<file path="config.mk">
export PLATFORM = sky130hd
export DESIGN_NAME = pwm_cmp_unit
export DESIGN_NICKNAME = d
export VERILOG_FILES = /design/src/rtl/pwm_cmp_pkg.sv /design/src/rtl/pwm_cmp_counter.sv /design/src/rtl/pwm_cmp_channel.sv /design/src/rtl/pwm_cmp_unit.sv
export SDC_FILE = /design/constraint.sdc
export NUM_CORES = 1
export LEC_CHECK = 0
export ABC_AREA = 1
export BUFFER_PORTS_ARGS = -buffer_cell sky130_fd_sc_hd__buf_2
export CELL_PAD_IN_SITES_DETAIL_PLACEMENT = 1
export CELL_PAD_IN_SITES_GLOBAL_PLACEMENT = 2
export CORE_MARGIN = 1.5
export CORE_UTILIZATION = 31
export CTS_BUF_LIST = sky130_fd_sc_hd__clkbuf_16
export DETAILED_ROUTE_END_ITERATION = 10
export MAX_ROUTING_LAYER = met4
export PLACE_DENSITY = 0.85
export SYNTH_ARGS = -nofsm -noshare
export SYNTH_HDL_FRONTEND = slang
export SYNTH_SLANG_ARGS = --single-unit
</file>
<file path="constraint.sdc">
create_clock -name clk -period 3.5 [get_ports clk]
set_clock_uncertainty 0.2 [all_clocks]
set_input_delay 0.35 -clock clk [delete_from_list [all_inputs] [get_ports clk]]
set_output_delay 0.35 -clock clk [all_outputs]
set_load 0.1 [all_outputs]
</file>
<file path="src/rtl/pwm_cmp_pkg.sv">
package pwm_cmp_pkg;

  typedef enum logic [1:0] {SCH_PLAIN, SCH_SINGLE, SCH_DUAL} scheme_e;
  typedef enum logic [1:0] {ACT_NONE, ACT_SET, ACT_CLR, ACT_TGL} act_e;

  function automatic scheme_e scheme_of(input logic [3:0] mode);
    case (mode)
      4'd5, 4'd6, 4'd7, 4'd15: scheme_of = SCH_SINGLE;
      4'd1, 4'd2, 4'd3, 4'd8, 4'd9, 4'd10, 4'd11, 4'd14: scheme_of = SCH_DUAL;
      default: scheme_of = SCH_PLAIN;
    endcase
  endfunction

  // may action code 1 toggle this channel in this mode
  function automatic logic toggle_ok(input scheme_e s, input logic [3:0] mode,
                                     input logic is_a);
    case (s)
      SCH_SINGLE: toggle_ok = is_a && (mode == 4'd15);
      SCH_DUAL:   toggle_ok = is_a && (mode == 4'd9 || mode == 4'd14);
      default:    toggle_ok = 1'b1;
    endcase
  endfunction

  function automatic logic drives(input scheme_e s, input logic [3:0] mode,
                                  input logic is_a, input logic [1:0] act);
    if (act == 2'd0)     drives = 1'b0;
    else if (act[1])     drives = 1'b1;
    else                 drives = toggle_ok(s, mode, is_a);
  endfunction

  function automatic logic apply_act(input logic pin, input act_e a);
    case (a)
      ACT_SET: apply_act = 1'b1;
      ACT_CLR: apply_act = 1'b0;
      ACT_TGL: apply_act = ~pin;
      default: apply_act = pin;
    endcase
  endfunction

endpackage

</file>
<file path="src/rtl/pwm_cmp_counter.sv">
module pwm_cmp_counter
  import pwm_cmp_pkg::*;
#(
  parameter int W = 16
) (
  input  logic         clk,
  input  logic         rst_n,
  input  scheme_e      scheme_i,
  input  logic [W-1:0] top_i,
  output logic [W-1:0] cnt_o,
  output logic         down_o
);
  localparam logic [W-1:0] ONE  = {{(W-1){1'b0}}, 1'b1};
  localparam logic [W-1:0] ZERO = '0;

  logic [W-1:0] cnt_q;
  logic         down_q;
  logic         at_top, at_bot;

  assign at_top = (cnt_q >= top_i);
  assign at_bot = (cnt_q == ZERO);

  always_ff @(posedge clk or negedge rst_n) begin
    if (!rst_n) begin
      cnt_q  <= ZERO;
      down_q <= 1'b0;
    end else if (scheme_i == SCH_DUAL) begin
      if (top_i == ZERO) begin
        cnt_q  <= ZERO;
        down_q <= 1'b0;
      end else if (!down_q) begin
        if (at_top) begin
          down_q <= 1'b1;
          cnt_q  <= cnt_q - ONE;
        end else begin
          cnt_q  <= cnt_q + ONE;
        end
      end else if (at_bot) begin
        down_q <= 1'b0;
        cnt_q  <= ONE;
      end else begin
        cnt_q  <= cnt_q - ONE;
      end
    end else begin
      down_q <= 1'b0;
      cnt_q  <= at_top ? ZERO : cnt_q + ONE;
    end
  end

  assign cnt_o  = cnt_q;
  assign down_o = down_q;

  AST_RAMP_STEP: assert property (@(posedge clk) disable iff (!rst_n)
    (scheme_i != SCH_DUAL && cnt_q < top_i) |=> cnt_q == $past(cnt_q) + ONE);
  AST_RAMP_WRAP: assert property (@(posedge clk) disable iff (!rst_n)
    (scheme_i != SCH_DUAL && cnt_q >= top_i) |=> cnt_q == ZERO);
  AST_TURN_AT_TOP: assert property (@(posedge clk) disable iff (!rst_n)
    (scheme_i == SCH_DUAL && !down_q && cnt_q == top_i && top_i != ZERO) |=> down_q);
  AST_TURN_AT_BOT: assert property (@(posedge clk) disable iff (!rst_n)
    (scheme_i == SCH_DUAL && down_q && at_bot && top_i != ZERO) |=> (!down_q && cnt_q == ONE));

endmodule

</file>
<file path="src/rtl/pwm_cmp_channel.sv">
module pwm_cmp_channel
  import pwm_cmp_pkg::*;
#(
  parameter int W    = 16,
  parameter bit IS_A = 1'b1
) (
  input  logic         clk,
  input  logic         rst_n,
  input  scheme_e      scheme_i,
  input  logic [3:0]   mode_i,
  input  logic [1:0]   act_i,
  input  logic [W-1:0] cmp_i,
  input  logic [W-1:0] top_i,
  input  logic [W-1:0] cnt_i,
  input  logic         down_i,
  input  logic         force_i,
  output logic         pin_o,
  output logic         oe_o
);
  logic match_ev, bottom_ev, top_cmp, tog_ok, oe;
  logic pin_q;
  act_e act;

  assign match_ev  = (cnt_i == cmp_i);
  assign bottom_ev = (cnt_i == '0);
  assign top_cmp   = (cmp_i == top_i);
  assign tog_ok    = toggle_ok(scheme_i, mode_i, IS_A);
  assign oe        = drives(scheme_i, mode_i, IS_A, act_i);

  always_comb begin
    act = ACT_NONE;
    case (scheme_i)
      SCH_SINGLE: begin
        if (act_i[1]) begin
          if (match_ev && !top_cmp) act = act_i[0] ? ACT_SET : ACT_CLR;
          else if (bottom_ev)       act = act_i[0] ? ACT_CLR : ACT_SET;
        end else if (act_i[0] && tog_ok && match_ev) begin
          act = ACT_TGL;
        end
      end
      SCH_DUAL: begin
        if (act_i[1]) begin
          if (top_cmp) begin
            if (bottom_ev) act = act_i[0] ? ACT_CLR : ACT_SET;
          end else if (match_ev) begin
            act = (down_i ^ act_i[0]) ? ACT_SET : ACT_CLR;
          end
        end else if (act_i[0] && tog_ok && match_ev) begin
          act = ACT_TGL;
        end
      end
      default: begin
        if (match_ev || force_i) begin
          case (act_i)
            2'd1:    act = ACT_TGL;
            2'd2:    act = ACT_CLR;
            2'd3:    act = ACT_SET;
            default: act = ACT_NONE;
          endcase
        end
      end
    endcase
  end

  always_ff @(posedge clk or negedge rst_n) begin
    if (!rst_n)  pin_q <= 1'b0;
    else if (oe) pin_q <= apply_act(pin_q, act);
  end

  assign pin_o = pin_q;
  assign oe_o  = oe;

  AST_HOLD_UNDRIVEN: assert property (@(posedge clk) disable iff (!rst_n)
    !oe |=> $stable(pin_q));
  AST_FORCE_IGNORED: assert property (@(posedge clk) disable iff (!rst_n)
    (scheme_i != SCH_PLAIN && force_i && !match_ev && !bottom_ev) |=> $stable(pin_q));
  AST_TOP_MATCH_IGNORED: assert property (@(posedge clk) disable iff (!rst_n)
    (scheme_i == SCH_SINGLE && act_i[1] && top_cmp && match_ev && !bottom_ev) |=> $stable(pin_q));
  AST_PLAIN_CLEAR: assert property (@(posedge clk) disable iff (!rst_n)
    (scheme_i == SCH_PLAIN && act_i == 2'd2 && (force_i || match_ev)) |=> !pin_q);

endmodule

</file>
<file path="src/rtl/pwm_cmp_unit.sv">
module pwm_cmp_unit
  import pwm_cmp_pkg::*;
#(
  parameter int W = 16
) (
  input  logic         clk,
  input  logic         rst_n,
  input  logic [3:0]   wave_mode,
  input  logic [W-1:0] top_val,
  input  logic [W-1:0] cmp_a,
  input  logic [W-1:0] cmp_b,
  input  logic [1:0]   act_a,
  input  logic [1:0]   act_b,
  input  logic         force_a,
  input  logic         force_b,
  output logic         pin_a,
  output logic         pin_b,
  output logic         drive_a,
  output logic         drive_b,
  output logic [W-1:0] count,
  output logic         count_down
);
  localparam int NCH = 2;

  scheme_e      scheme;
  logic [W-1:0] cnt;
  logic         down;
  logic [W-1:0] cmp_v [NCH];
  logic [1:0]   act_v [NCH];
  logic         frc_v [NCH];
  logic         pin_v [NCH];
  logic         oe_v  [NCH];

  assign scheme = scheme_of(wave_mode);
  assign cmp_v[0] = cmp_a;   assign cmp_v[1] = cmp_b;
  assign act_v[0] = act_a;   assign act_v[1] = act_b;
  assign frc_v[0] = force_a; assign frc_v[1] = force_b;

  pwm_cmp_counter #(.W(W)) u_cnt (
    .clk(clk), .rst_n(rst_n), .scheme_i(scheme), .top_i(top_val),
    .cnt_o(cnt), .down_o(down)
  );

  for (genvar i = 0; i < NCH; i++) begin : g_ch
    pwm_cmp_channel #(.W(W), .IS_A(i == 0)) u_ch (
      .clk(clk), .rst_n(rst_n), .scheme_i(scheme), .mode_i(wave_mode),
      .act_i(act_v[i]), .cmp_i(cmp_v[i]), .top_i(top_val), .cnt_i(cnt),
      .down_i(down), .force_i(frc_v[i]), .pin_o(pin_v[i]), .oe_o(oe_v[i])
    );
  end

  assign pin_a      = pin_v[0];
  assign pin_b      = pin_v[1];
  assign drive_a    = oe_v[0];
  assign drive_b    = oe_v[1];
  assign count      = cnt;
  assign count_down = down;

endmodule

</file>
==> impl_metrics.yaml <==
status:
  outcome: "complete, no violations"
clock_network:
  cts_root_buf: "clkbuf_16"
  clk_latency_ns: 0.26
  cts_tree: "done"
  path_clk_slew_ns: 0.06
  cts_resized: 0
  cts_buffer_depth: 2
  post-cts-setup-buffers: 0
  cts_buffers: 3
  cts.sinks: 19
  h-tree-depth: 1
power_and_ir_drop:
  seqPwrFrac_pct: 14.8
  power_frac_clock_pct: 8.9
  power_density_nw_per_um2: 657
  combPwrFrac_pct: 76.2
  ir_drop_uv: 242
  switching_share_pct: 63.4
  power_leakage_nw: 2.40
  p_int_w: 0.00105
  switching_power_w: 0.00181
drt:
  wirelength_um: 12600
  wl_per_cell_um: 14.7
  highest_layer: "met4"
  drtAntennaViolNets: 0
  viasPerCell: 4.86
  wl_met3_um: 351
  drt-met1-wl_um: 5980
  wl_met2_um: 6180
  drcViolationCount: 0
  dr_total_vias: 4169
  drt_iter0_markers: 205
  firstDrtPassIters: 4
floorplan:
  ios: 81
  chipWidth_um: 113
  start_util_pct: 32.3
  core_area_um2: 11600
  die_height_um: 113
  rows: 39
  fp.dieArea_um2: 12800
critical_path:
  critPathArrivalTime_ns: 2.41
  required_ns: 2.95
  r2r_slack_ns: 0.69
  critPathCapture: "drive_a"
  crit_fanout: 18
  cp-end-kind: "primary output"
  worstPathCellList: "buf_2, nor2_1, inv_1, a31oi_1, ha_1, inv_2, a21oi_1, nand2_1, nand3_1, nor2_1, nor2_1, buf_2"
  critPathSlowestCell: "buf_2"
  path_class: "in -> out"
  reg2reg_to: "u_cnt.cnt_o[1]$_DFF_PN0_"
  start_kind: "primary input"
  reg2regPathDepth: 13
  critPathMostFrequentCell: "nor2_1"
  slowest_delay_ns: 0.44
  crit_start: "wave_mode[1]"
  r2r_start: "u_cnt.cnt_o[5]$_DFF_PN0_"
sta:
  hold_ws_ns: 0.306
  finalSetupViolCount: 0
  max_freq_ghz: 0.337
  period_share_pct: 84.7
  worst_slew_pin_slew_ns: 0.748
  setup_tns_ns: 0
  drv_slew: 0
  min_period_ns: 2.96
  hold_viol_final: 0
  rsz0062_at_grt: "no"
  slew_headroom_pct: 50.1
grt:
  first_global_vias: 4181
  grt_remaining_overflow: 0
  antenna_found_initial: 0
  grt_max_degree: 20
  grt_use_total_pct: 20.5
  grt_pass1_wl_um: 20700
final_layout:
  nets: 802
  final_cell_mix: "235 x nand2_1, 80 x buf_2, 70 x inv_1"
  final_layout_size_suffix_gt1_share_pct: 21.1
  syn_to_final_growth_pct: 16.2
  final_cell_area_um2: 4350
  final_common_cell: "nand2_1"
  final_cell_count_no_fill: 858
  antennaDiodeCount: 0
  fillers: 1596
hold_path:
  hp-class: "reg -> reg"
run:
  cap_violations: 0
logic_synthesis:
  synth_fp_nets: 723
  syn_avg_cell_area_um2: 5.88
  synthFlopType: "dfrtp_1"
  synthArstFlopShare_pct: 100
  ys.warnings.count: 0
  synth_edf_count: 0
  ys_types: 40
  ys_seq_elements: 19
  synth.yosys.seq_area_share_pct: 12.7
  syn_area_um2: 3750
  syn_inst: 637
place:
  dpl_cell_area_um2: 4260
  dpl.hpwl_um: 10700
  numPortBuffers: 80
  place_inst: 853
  place_congestion: 0.865
-- power by group through the flow --
stage	logic, W	clock network, W	registers (W)
floorplan	0.00124	0	0.000934
global placement	0.00216	0	0.000425
detailed placement	0.00219	0	0.000431
CTS	0.00220	0.000261	0.000427
global route	0.00237	0.000267	0.000443
finish	0.00218	0.000256	0.000425
-- flip-flops by register name (all words and copies together), names as in the netlist --
register,cells
g_ch.u_ch.pin_o,2
u_cnt.cnt_o,16
u_cnt.down_o,1
-- cell usage after synthesis, types with 5 or more instances --
| library cell | number | area [um^2] |
|---|---|---|
| a21oi_1 | 33 | 165 |
| nor3_1 | 6 | 30.0 |
| o21ai_2 | 9 | 78.8 |
| nor2_4 | 5 | 56.3 |
| dfrtp_1 | 19 | 475 |
| xnor2_1 | 23 | 201 |
| xor2_1 | 15 | 131 |
| inv_2 | 16 | 60.1 |
| inv_1 | 69 | 259 |
| o21ai_0 | 18 | 90.1 |
| nand2_1 | 235 | 882 |
| nand2_4 | 8 | 90.1 |
| nor2_1 | 63 | 236 |
| ha_1 | 26 | 325 |
| nand3_1 | 28 | 140 |
| o21ai_1 | 5 | 25.0 |
| nand4_1 | 9 | 56.3 |
-- worst min path at each step --
| stage | slack [ns] | from | endpoint | depth (start not counted) |
|---|---|---|---|---|
| 2_1_floorplan | -0.15 | rst_n | g_ch[0].u_ch.pin_o$_DFFE_PN0P_ | 0 |
| 3_3_place_gp | 0.16 | rst_n | g_ch[1].u_ch.pin_o$_DFFE_PN0P_ | 1 |
| 3_5_place_dp | 0.16 | rst_n | g_ch[1].u_ch.pin_o$_DFFE_PN0P_ | 1 |
| 4_1_cts | 0.31 | g_ch[0].u_ch.pin_o$_DFFE_PN0P_ | g_ch[0].u_ch.pin_o$_DFFE_PN0P_ | 2 |
| 5_1_grt | 0.35 | g_ch[1].u_ch.pin_o$_DFFE_PN0P_ | g_ch[1].u_ch.pin_o$_DFFE_PN0P_ | 2 |
| 6_report | 0.31 | g_ch[1].u_ch.pin_o$_DFFE_PN0P_ | g_ch[1].u_ch.pin_o$_DFFE_PN0P_ | 2 |
-- cells by family (layout without fill, tap and decap cells) --
| kind of cell | Yosys count | after routing | synth area share (%) |
|---|---|---|---|
| XOR/XNOR | 38 | 38 | 8.88 |
| flip-flops | 19 | 19 | 12.7 |
| buffers and inverters | 106 | 184 | 12.8 |
| AND/OR/NAND/NOR | 375 | 375 | 45.7 |
| AO/OA/AOI/OAI | 73 | 73 | 11.3 |
| adder cells (fa/ha/maj) | 26 | 26 | 8.68 |
-- area by class of cell --
type / instances / area [um^2] / area share [%]
repair buffers: 89 / 470 / 10.8
inverters: 91 / 357 / 8.19
clock inverters: 1 / 3.75 / 0.0862
clock buffers: 3 / 75.1 / 1.72
multi-input cells: 512 / 2790 / 64.2
well taps: 143 / 179 / 4.11
flip-flops and latches: 19 / 475 / 10.9
-- stage by stage --
step / total power, W / util (%) / setup WS (ns)
detailed placement: 0.00262 / 36.7 / 0.511
floorplan: 0.00218 / - / 0.101
global route: 0.00308 / 37.5 / 0.271
global placement: 0.00259 / 36.7 / 0.608
CTS: 0.00289 / 37.5 / 0.506
finish: 0.00286 / 37.5 / 0.536
-- critical path: cells and delay by family --
family          cells  cell delay (ns)
buf+inv             4             0.85
simple gates        5             0.43
fa+ha+maj           1             0.41
compound gates      2             0.36
-- timing repair --
item,in CTS,in global routing
hold endpoints to repair,19,0
endpoints found under the setup margin,0,0
hold buffers,1,0
-- layer usage --
metal,vias to the layer above,global-route usage [%]
li1,2150,-
met1,1945,26.7
met2,65,36.3
met3,9,1.02
met4,0,2.33
met5,-,-
Note: power is estimated with default switching activity, not from simulation.
